<file path="config.mk">
export PLATFORM = sky130hd
export DESIGN_NAME = can_tx_sched
export DESIGN_NICKNAME = d
export VERILOG_FILES = /design/src/rtl/can_tx_sched.sv
export SDC_FILE = /design/constraint.sdc
export NUM_CORES = 1
export LEC_CHECK = 0
export ABC_AREA = 1
export BUFFER_PORTS_ARGS = -buffer_cell sky130_fd_sc_hd__buf_2
export CAP_MARGIN = 15
export CORE_MARGIN = 3
export CORE_UTILIZATION = 53
export CTS_CLUSTER_DIAMETER = 150
export DETAILED_ROUTE_END_ITERATION = 8
export PLACE_DENSITY = 0.84
export SYNTH_ARGS = -nofsm -noshare
export SYNTH_HDL_FRONTEND = slang
export SYNTH_SLANG_ARGS = --single-unit
</file>
<file path="constraint.sdc">
create_clock -name clk -period 3.9 [get_ports clk]
set_clock_uncertainty 0.1 [all_clocks]
set_input_delay 0.78 -clock clk [delete_from_list [all_inputs] [get_ports clk]]
set_output_delay 0.78 -clock clk [all_outputs]
set_load 0.005 [all_outputs]
</file>
<file path="src/rtl/can_tx_sched.sv">
module can_tx_sched #(
  parameter int N_BUF  = 3,
  parameter int PRIO_W = 2,
  localparam int IDX_W = (N_BUF > 1) ? $clog2(N_BUF) : 1,
  localparam int IF_W  = N_BUF + 1
) (
  input  logic                    clk,
  input  logic                    rst_n,
  input  logic                    cfg_mode,
  input  logic [N_BUF-1:0]        ctl_wr,
  input  logic [PRIO_W:0]         ctl_wdata,
  input  logic                    pin_cfg_wr,
  input  logic [N_BUF-1:0]        pin_cfg_wdata,
  input  logic                    abort_all_wr,
  input  logic                    abort_all_wdata,
  input  logic                    ien_wr,
  input  logic [IF_W-1:0]         ien_wdata,
  input  logic [IF_W-1:0]         iflag_clr,
  input  logic [N_BUF-1:0]        rts_n,
  input  logic                    bus_idle,
  input  logic                    eng_done,
  input  logic                    eng_err,
  input  logic                    eng_lost,
  output logic                    eng_start,
  output logic [IDX_W-1:0]        eng_idx,
  output logic                    tx_busy,
  output logic [N_BUF-1:0]        req_o,
  output logic [N_BUF*PRIO_W-1:0] prio_o,
  output logic [N_BUF-1:0]        abt_o,
  output logic [N_BUF-1:0]        lost_o,
  output logic [N_BUF-1:0]        err_o,
  output logic [N_BUF-1:0]        pin_en_o,
  output logic [N_BUF-1:0]        pin_level_o,
  output logic                    abort_all_o,
  output logic [IF_W-1:0]         iflag_o,
  output logic                    irq
);

  logic [N_BUF-1:0]  req_q, abt_q, lost_q, err_q, pen_q;
  logic [N_BUF-1:0]  s1_q, s2_q, s3_q, fall;
  logic [PRIO_W-1:0] prio_q [N_BUF];
  logic [IF_W-1:0]   ifl_q, ien_q;
  logic              aall_q, busy_q, start_q;
  logic [IDX_W-1:0]  cur_q, sel;
  logic [PRIO_W-1:0] best;
  logic              sel_vld, start_now, result;
  logic [N_BUF-1:0]  lock, hit, set_req, clr_req, wr_ok;

  always_comb begin
    sel = '0;
    best = '0;
    sel_vld = 1'b0;
    for (int i = 0; i < N_BUF; i++) begin
      if (req_q[i] && (!sel_vld || prio_q[i] >= best)) begin
        sel = IDX_W'(i);
        best = prio_q[i];
        sel_vld = 1'b1;
      end
    end
  end

  assign start_now = sel_vld && bus_idle && !busy_q && !aall_q;
  assign result    = busy_q && (eng_done || eng_err || eng_lost);
  assign fall      = s3_q & ~s2_q;

  always_comb begin
    for (int i = 0; i < N_BUF; i++) begin
      hit[i]     = busy_q && (cur_q == IDX_W'(i));
      lock[i]    = hit[i] || (!busy_q && start_now && (sel == IDX_W'(i)));
      wr_ok[i]   = ctl_wr[i] && !lock[i];
      set_req[i] = !lock[i] && ((ctl_wr[i] && ctl_wdata[PRIO_W]) || (fall[i] && pen_q[i]));
      clr_req[i] = wr_ok[i] && !ctl_wdata[PRIO_W];
    end
  end

  always_ff @(posedge clk or negedge rst_n) begin
    if (!rst_n) begin
      s1_q <= '1;
      s2_q <= '1;
      s3_q <= '1;
    end else begin
      s1_q <= rts_n;
      s2_q <= s1_q;
      s3_q <= s2_q;
    end
  end

  generate
    for (genvar g = 0; g < N_BUF; g++) begin : g_slot
      logic r_n, a_n;
      always_comb begin
        r_n = req_q[g];
        a_n = abt_q[g];
        if (hit[g] && eng_done) r_n = 1'b0;
        if (clr_req[g]) r_n = 1'b0;
        if (set_req[g]) begin
          r_n = 1'b1;
          a_n = 1'b0;
        end
        if (aall_q && r_n && !lock[g]) begin
          r_n = 1'b0;
          a_n = 1'b1;
        end
      end

      always_ff @(posedge clk or negedge rst_n) begin
        if (!rst_n) begin
          req_q[g]  <= 1'b0;
          abt_q[g]  <= 1'b0;
          lost_q[g] <= 1'b0;
          err_q[g]  <= 1'b0;
          prio_q[g] <= '0;
        end else begin
          req_q[g] <= r_n;
          abt_q[g] <= a_n;
          if (wr_ok[g]) prio_q[g] <= ctl_wdata[PRIO_W-1:0];
          if (set_req[g]) begin
            lost_q[g] <= 1'b0;
            err_q[g]  <= 1'b0;
          end else begin
            if (hit[g] && eng_lost) lost_q[g] <= 1'b1;
            if (hit[g] && eng_err)  err_q[g]  <= 1'b1;
          end
        end
      end

      assign prio_o[g*PRIO_W +: PRIO_W] = prio_q[g];
    end
  endgenerate

  always_ff @(posedge clk or negedge rst_n) begin
    if (!rst_n) begin
      busy_q  <= 1'b0;
      cur_q   <= '0;
      start_q <= 1'b0;
      aall_q  <= 1'b0;
      pen_q   <= '0;
      ien_q   <= '0;
      ifl_q   <= '0;
    end else begin
      start_q <= start_now;
      if (start_now) begin
        busy_q <= 1'b1;
        cur_q  <= sel;
      end else if (result) begin
        busy_q <= 1'b0;
      end
      if (abort_all_wr) aall_q <= abort_all_wdata;
      if (pin_cfg_wr && cfg_mode) pen_q <= pin_cfg_wdata;
      if (ien_wr) ien_q <= ien_wdata;
      ifl_q <= (ifl_q & ~iflag_clr) | {busy_q && eng_err, hit & {N_BUF{eng_done}}};
    end
  end

  assign eng_start   = start_q;
  assign eng_idx     = cur_q;
  assign tx_busy     = busy_q;
  assign req_o       = req_q;
  assign abt_o       = abt_q;
  assign lost_o      = lost_q;
  assign err_o       = err_q;
  assign pin_en_o    = pen_q;
  assign pin_level_o = s2_q;
  assign abort_all_o = aall_q;
  assign iflag_o     = ifl_q;
  assign irq         = |(ifl_q & ien_q);

  p_start_pending_r3: assert property (@(posedge clk) disable iff (!rst_n)
    eng_start |-> (tx_busy && req_o[eng_idx]));

  p_hold_busy_r4: assert property (@(posedge clk) disable iff (!rst_n)
    (tx_busy && !(eng_done || eng_err || eng_lost)) |=> (tx_busy && !eng_start));

  p_done_clears_r5: assert property (@(posedge clk) disable iff (!rst_n)
    (tx_busy && eng_done) |=> (!req_o[$past(eng_idx)] && iflag_o[$past(eng_idx)]));

  p_err_keeps_r6: assert property (@(posedge clk) disable iff (!rst_n)
    (tx_busy && eng_err) |=> (req_o[$past(eng_idx)] && err_o[$past(eng_idx)] && iflag_o[N_BUF]));

  p_lost_keeps_r6: assert property (@(posedge clk) disable iff (!rst_n)
    (tx_busy && eng_lost) |=> (req_o[$past(eng_idx)] && lost_o[$past(eng_idx)]));

  p_locked_prio_r8: assert property (@(posedge clk) disable iff (!rst_n)
    (tx_busy && !result) |=> (prio_q[cur_q] == $past(prio_q[cur_q])));

  p_no_start_abort_r9: assert property (@(posedge clk) disable iff (!rst_n)
    abort_all_o |=> !eng_start);

  p_pin_cfg_gate_r11: assert property (@(posedge clk) disable iff (!rst_n)
    !cfg_mode |=> $stable(pin_en_o));

endmodule

</file>
==> results of run 1 <==
metrics by stage:
step	cell area, µm²	power, mW	worst slack, ns	hold WS (ns)
CTS	2330	1.15	1.30	0.265
finish	2330	1.15	1.30	0.257
global route	2330	1.24	1.04	0.271
floorplan	1900	0.791	1.54	0.245
global placement	2270	0.928	1.40	0.246
detailed placement	2270	0.941	1.34	0.247
worst min-delay path by stage:
stage,slack (ns),cells after the start,endpoint,start
6_report,0.26,0,s3_q[2]$_DFF_PN1_,pin_level_o[2]$_DFF_PN1_
5_1_grt,0.27,0,pin_level_o[1]$_DFF_PN1_,s1_q[1]$_DFF_PN1_
4_1_cts,0.26,0,pin_level_o[2]$_DFF_PN1_,s1_q[2]$_DFF_PN1_
3_5_place_dp,0.25,0,pin_level_o[0]$_DFF_PN1_,s1_q[0]$_DFF_PN1_
3_3_place_gp,0.25,0,pin_level_o[0]$_DFF_PN1_,s1_q[0]$_DFF_PN1_
2_1_floorplan,0.25,0,pin_level_o[0]$_DFF_PN1_,s1_q[0]$_DFF_PN1_
logic make-up (layout without fill, tap and decap cells):
family / Yosys count / after routing / synth area share
and+or+nand+nor: 78 / 78 / 0.199
DFF: 43 / 43 / 0.573
buffers and inverters: 37 / 109 / 0.0732
AOI/OAI and AO/OA: 35 / 35 / 0.105
adders and majority gates: 4 / 4 / 0.0264
muxes: 4 / 4 / 0.0237
synthesized netlist by cell type, types with 3 or more instances:
| cell | n |
|---|---|
| a21oi_1 | 5 |
| o21ai_1 | 8 |
| inv_2 | 4 |
| dfstp_2 | 9 |
| nand2_1 | 47 |
| mux2_2 | 4 |
| nand2_2 | 4 |
| inv_1 | 33 |
| nand3_1 | 4 |
| ha_1 | 4 |
| nor2_2 | 3 |
| o22ai_1 | 5 |
| nor2_1 | 9 |
| nand3_2 | 8 |
| o21ai_0 | 15 |
| nand3b_1 | 3 |
| dfrtp_1 | 34 |
cell type report:
class,instances,area (µm²),area share
flip-flops and latches,43,1090,0.467
multi-input cells,121,671,0.288
repair buffers,64,320,0.138
inverters,37,139,0.0596
well taps,46,57.6,0.0247
clock buffers,6,41.3,0.0177
clock inverters,2,12.5,0.00537
flip-flops by register name, summed over array words and instances (netlist names):
register	flops
req_o	3
abt_o	3
abort_all_o	1
s3_q	3
prio_o	6
err_o	3
tx_busy	1
eng_idx	2
ien_q	4
pin_en_o	3
s1_q	3
pin_level_o	3
eng_start	1
lost_o	3
iflag_o	4
routing by layer:
metal  share of wire  vias up
li1                -      777
met1            0.45      726
met2            0.47       45
met3           0.064        7
met4           0.018        0
met5               0        -
power breakdown:
| part | total, mW | switching, mW | internal (mW) |
|---|---|---|---|
| Sequential | 0.589 | 0.0595 | 0.530 |
| Clock | 0.215 | 0.146 | 0.0696 |
| Combinational | 0.343 | 0.197 | 0.146 |
==> flow_summary_export.csv, run 1 <==
group,metric,value,unit
synth,synth_ff_type,"dfrtp_1",
cts,clk_pin_slew_worst_paths,0.13,ns
layout,final_cell_mix,"buf_2, nand2_1, dfrtp_1",
sta,finalCriticalPeriod,2.60,ns
grt,met2_usage,0.334,
layout,layout-drive-gt1-share,0.385,
layout,area_growth,22.8,%
worst_setup_path,cp_top_family,"simple AND/OR/NAND/NOR gates",
sta,finalSetupViolCount,0,
hold_path,hp-class,"reg -> reg",
worst_setup_path,slowest_delay,0.46,ns
worst_setup_path,cp_max_fo,6,
worst_setup_path,required,4.07,ns
worst_setup_path,cp-end-kind,"flop",
worst_setup_path,crit_slowest_cell,"dfrtp_1",
cts,ctsHtreeMaxLevel,2,
routing,wl_per_cell,12.6,µm
floorplanning,rows,21,
grt,grt-ovfl-total,0,
placed_design,globalplace.congestion,0.809,
worst_setup_path,cpMostUsedCell,"nand2_1",
routing,antenna_left,0,
synth,async_flop_share,1.00,
layout,fin_cells,319,
cts,clock_latency,0.37,ns
cts,cts_resized,0,
sta,rsz0062_at_grt,"false",
grt,use_met1,0.271,
synth,synth.top_cell.area_share,0.449,
power,p_per_area,493,nW/µm²
routing,num_vias,1555,
cts,cts_setup_buffers,0,
routing,vias_per_cell,4.87,
worst_setup_path,critical_path_class,"reg -> reg",
worst_setup_path,timing.rr.end,"abt_o[0]$_DFFE_PN0P_",
grt,grt_use_total,0.212,
grt,use_met3,0.0646,
cts,ctsHoldBuffers,0,
synth,synth_cell_types,19,
sta,fin_crit_sh,0.666,
run,maxCapViolations,0,
run_status,status,"complete, no violations",
floorplanning,core,3390,µm²
worst_setup_path,ff2ff_setup_slack,1.30,ns
routing,drc,0,
grt,grt_pass1_wl,6740,µm
cts,clockBufferDepth,2,
grt,top_usage_layer,"met2",
worst_setup_path,crit_chain,"nand2_1 -> inv_1 -> ha_1 -> inv_1 -> nand2_1 -> nand2_1 -> nand2_1 -> nand2_1 -> nand2_1 -> o21ai_0 -> ha_1 -> inv_1 -> nand2_1 -> nand2_1 -> nand2_2 -> nand2_1 -> nand3_2 -> nand3_1 -> nand2_1 -> nand2_1 -> nand2_1",
layout,final_common_cell,"buf_2",
synth,avgSynthCellArea,9.44,µm²
worst_setup_path,arrival,2.77,ns
synth,syn-num-nets,236,
synth,yosysSeqAreaShare,0.573,
layout,fillers,267,
worst_setup_path,crit_path_start,"req_o[0]$_DFF_PN0_",
floorplanning,die_area,4330,µm²
worst_setup_path,cp-start-kind,"flop",
worst_setup_path,r2r_start,"req_o[0]$_DFF_PN0_",
synth,synth_cells,201,
synth,synth_area,1900,µm²
sta,hold_viol,0,
synth,yosys_warnings,0,
worst_setup_path,reg2reg_depth,21,
layout,nNetsFinal,307,
placed_design,hpwl,3080,µm
sta,fmax,0.385,GHz
cts,cts.root.buffer_cell,"clkbuf_4",
cts,cts_buffers,5,
placed_design,port_buffers,64,
routing,drt_first_pass_iters,4,
grt,grt_pass1_vias,1513,
synth,synth_edf_count,0,
grt,antenna_found_initial,0,
power,power_leakage,1.34,nW
routing,wirelength,4040,µm
sta,worst_pin_slew,0.905,ns
floorplanning,die_h,65.8,µm
floorplanning,die_w,65.8,µm
floorplanning,ios,65,
sta,setup_tns,0,ns
placed_design,dp_cells,311,
floorplanning,initial_core_util,0.560,
power,ir_drop,0.277,mV
sta,slew_violations,0,
worst_setup_path,worst-path-buf-inv,3,
routing,drt_iter0_drc,59,
synth,synth-seq-cells,43,
cts,cts_tree,"built",
layout,antennaDiodeCount,0,
worst_setup_path,cp.depth,21,
layout,utilization,0.687,
cts,clock-sinks,43,
grt,grt_max_degree,44,
worst_setup_path,crit_path_end,"abt_o[0]$_DFFE_PN0P_",
synth,ys_top_cells_by_area,"dfrtp_1, dfstp_2, nand2_1",
synth,synth_top_area_cell,"dfrtp_1",
sta,max_slew_margin,0.396,
No activity file was read; power rests on OpenSTA's default activity.
==> run 2, diff against run 1 <==
Settings changed: ABC_AREA 1 to 0, CORE_UTILIZATION 53 to 45, PLACE_DENSITY 0.84 to 0.76.
Clock period 3.9 ns to 2.1 ns, I/O delays scaled along.
==> run 2 against run 1 <==
Net effect: sequential share of layout area is 6.7 points lower; synthesized cell count fell by 24%; highest routed layer unchanged; largest power group unchanged; non-clock buffer count rose by 24; the flow now finishes with violations (setup timing).
==> flow_summary_export.csv, run 2 <==
group,metric,value,unit
run_status,status,"finished, violations left",
run_status,violations,"setup timing",
cts,cts_buffers,5,
power,clock_power_share,0.232,
worst_setup_path,critical_path_class,"reg -> reg",
synth,synth_ff_type,"dfrtp_1",
placed_design,dp_slack,-0.887,ns
sta,fin_crit_sh,1.42,
power,pwr-share-seq,0.449,
floorplanning,initial_core_util,0.473,
worst_setup_path,worst-path-buf-inv,0,
power,p_switching,0.720,mW
sta,rsz0062_at_grt,"true",
worst_setup_path,r2r_start,"prio_o[0]$_DFFE_PN0N_",
power,swShare,0.297,
worst_setup_path,crit_path_start,"prio_o[0]$_DFFE_PN0N_",
routing,drc,0,
hold_path,hp-class,"in -> reg",
floorplanning,die_h,71.3,µm
worst_setup_path,required,2.17,ns
floorplanning,die_w,71.3,µm
cts,clock_latency,0.29,ns
routing,wirelength,4630,µm
worst_setup_path,slowest_delay,0.39,ns
worst_setup_path,reg2reg_depth,11,
power,p_comb_frac,0.320,
worst_setup_path,arrival,3.05,ns
routing,wl_per_cell,15.5,µm
sta,max_slew_margin,0.619,
power,total_power,2.43,mW
floorplanning,core,4060,µm²
worst_setup_path,ff2ff_setup_slack,-0.87,ns
power,p_per_area,891,nW/µm²
synth,ys_top_cells_by_area,"dfrtp_1, dfstp_2, mux2_2",
placed_design,hpwl,3450,µm
placed_design,placed_area,2470,µm²
routing,drt_first_pass_iters,4,
layout,final_common_cell,"buf_2",
power,power_leakage,1.36,nW
worst_setup_path,timing.rr.end,"prio_o[4]$_DFFE_PN0N_",
worst_setup_path,cp-end-kind,"flop",
layout,fillers,319,
floorplanning,ios,65,
synth,synth_edf_count,0,
cts,ctsHtreeMaxLevel,2,
routing,num_vias,1530,
synth,synth.top_cell.area_share,0.443,
sta,hold_viol,0,
layout,final_cell_mix,"buf_2, dfrtp_1, buf_4",
synth,async_flop_share,1.00,
sta,fmax,0.336,GHz
grt,grt_use_total,0.191,
synth,yosysSeqAreaShare,0.566,
synth,syn-num-nets,188,
synth,synth_top_area_cell,"dfrtp_1",
floorplanning,rows,23,
cts,clock-sinks,43,
routing,drt_iter0_drc,91,
layout,area_growth,41.9,%
sta,slew_violations,0,
cts,clk_pin_slew_worst_paths,0.08,ns
placed_design,globalplace.congestion,0.796,
layout,layout-drive-gt1-share,0.581,
worst_setup_path,cp-start-kind,"flop",
worst_setup_path,crit_chain,"and2_4 -> ha_4 -> nor2b_4 -> a2bb2oi_4 -> mux2_4 -> ha_4 -> and2b_1 -> nor2b_1 -> o311a_4 -> or2_4 -> mux2_4",
synth,synth_cell_types,40,
routing,antenna_left,0,
grt,grt_pass1_vias,1574,
grt,grt_pass1_wl,7560,µm
sta,worst_slack,-0.874,ns
synth,avgSynthCellArea,12.5,µm²
synth,ys_top_cells_by_count,"dfrtp_1, nand2_1, mux2_2, dfstp_2, inv_1",
grt,grt-ovfl-total,0,
worst_setup_path,crit_slowest_cell,"dfrtp_1",
layout,nNetsFinal,282,
cts,cts_tree,"built",
layout,stdcell_area,2720,µm²
worst_setup_path,cp_max_fo,3,
worst_setup_path,crit_path_end,"prio_o[4]$_DFFE_PN0N_",
routing,vias_per_cell,5.13,
sta,finalCriticalPeriod,2.97,ns
worst_setup_path,cp_top_family,"simple AND/OR/NAND/NOR gates",
sta,worst_pin_slew,0.567,ns
floorplanning,die_area,5090,µm²
layout,antennaDiodeCount,0,
synth,synth_cells,153,
grt,antenna_found_initial,0,
worst_setup_path,cp.depth,11,
grt,grt_max_degree,26,
synth,yosys_warnings,0,
cts,cts.root.buffer_cell,"clkbuf_8",
cts,clockBufferDepth,2,
sta,finalSetupViolCount,20,
layout,largest_register_ffs,6,
synth,synth-seq-cells,43,
power,ir_drop,0.565,mV
placed_design,port_buffers,64,
run,maxCapViolations,0,
synth,synth_area,1920,µm²
power,p_int,1.71,mW
synth,synth.most_common_cell,"dfrtp_1",
-- run 2: worst reg2reg max path, stage by stage, from the launching register on --
cell and delay [ns]:
dfrtp_1 0.39, and2_4 0.17, ha_4 0.22, nor2b_4 0.14, a2bb2oi_4 0.18, mux2_4 0.32
ha_4 0.20, and2b_1 0.22, nor2b_1 0.06, o311a_4 0.31, or2_4 0.25, mux2_4 0.29
-- run 2: final cells by class --
type,count,area [µm²],share of cell area
Sequential cell,43,1090,0.400
Tap cell,50,62.6,0.0230
Multi-Input combinational cell,100,898,0.330
Timing Repair Buffer,88,539,0.198
Clock buffer,8,100,0.0368
Inverter,9,33.8,0.0124
-- run 2: power by group through the flow --
stage / Clock, mW / Combinational [mW] / Sequential [mW]
6_report: 0.562 / 0.775 / 1.09
4_1_cts: 0.576 / 0.751 / 1.09
3_5_place_dp: 0 / 0.681 / 1.10
2_1_floorplan: 0 / 0.350 / 1.10
5_1_grt: 0.608 / 0.847 / 1.11
3_3_place_gp: 0 / 0.664 / 1.10
-- run 2: cell families (layout without fill, tap and decap cells) --
group | count (synthesis) | in the layout | synth area share
flip-flops | 43 | 43 | 0.566
AND/OR/NAND/NOR | 42 | 42 | 0.132
AO/OA/AOI/OAI | 39 | 39 | 0.156
multiplexers | 15 | 15 | 0.0958
buffers and inverters | 10 | 105 | 0.0235
adder cells (fa/ha/maj) | 4 | 4 | 0.0261
-- run 2: timing repair --
action | 4_1_cts | 5_1_grt
gates resized for setup | 10 | 5
hold endpoints to repair | 15 | 0
setup buffers | 7 | 1
pin swaps | 5 | 3
endpoints found under the setup margin | 20 | 20
hold buffers | 1 | 0
-- run 2: worst min-delay path by stage --
stage,slack [ns],end,cells after the start,start
floorplan,0.02,abort_all_o$_DFFE_PN0P_,0,rst_n
global placement,0.25,pin_level_o[0]$_DFF_PN1_,0,s1_q[0]$_DFF_PN1_
detailed placement,0.25,pin_level_o[1]$_DFF_PN1_,0,s1_q[1]$_DFF_PN1_
CTS,0.12,s1_q[0]$_DFF_PN1_,1,rts_n[0]
global route,0.12,s1_q[1]$_DFF_PN1_,1,rts_n[1]
finish,0.13,s1_q[0]$_DFF_PN1_,1,rts_n[0]
-- run 2: layer usage --
metal	global-route usage	part of all wire	wire length (µm)
met1	0.247	0.44	2040
met2	0.326	0.50	2310
met3	0.0463	0.051	237
met4	0.0438	0.0082	38
met5	0	0	0
-- run 2: stage by stage --
step	TNS, ns	instances	hold slack, ns	util
global placement	-14.09	281	0.246	0.609
floorplan	-13.70	153	0.0244	-
detailed placement	-15.37	281	0.249	0.609
finish	-15.79	298	0.134	0.671
global route	-17.58	298	0.120	0.671
CTS	-14.94	297	0.122	0.663
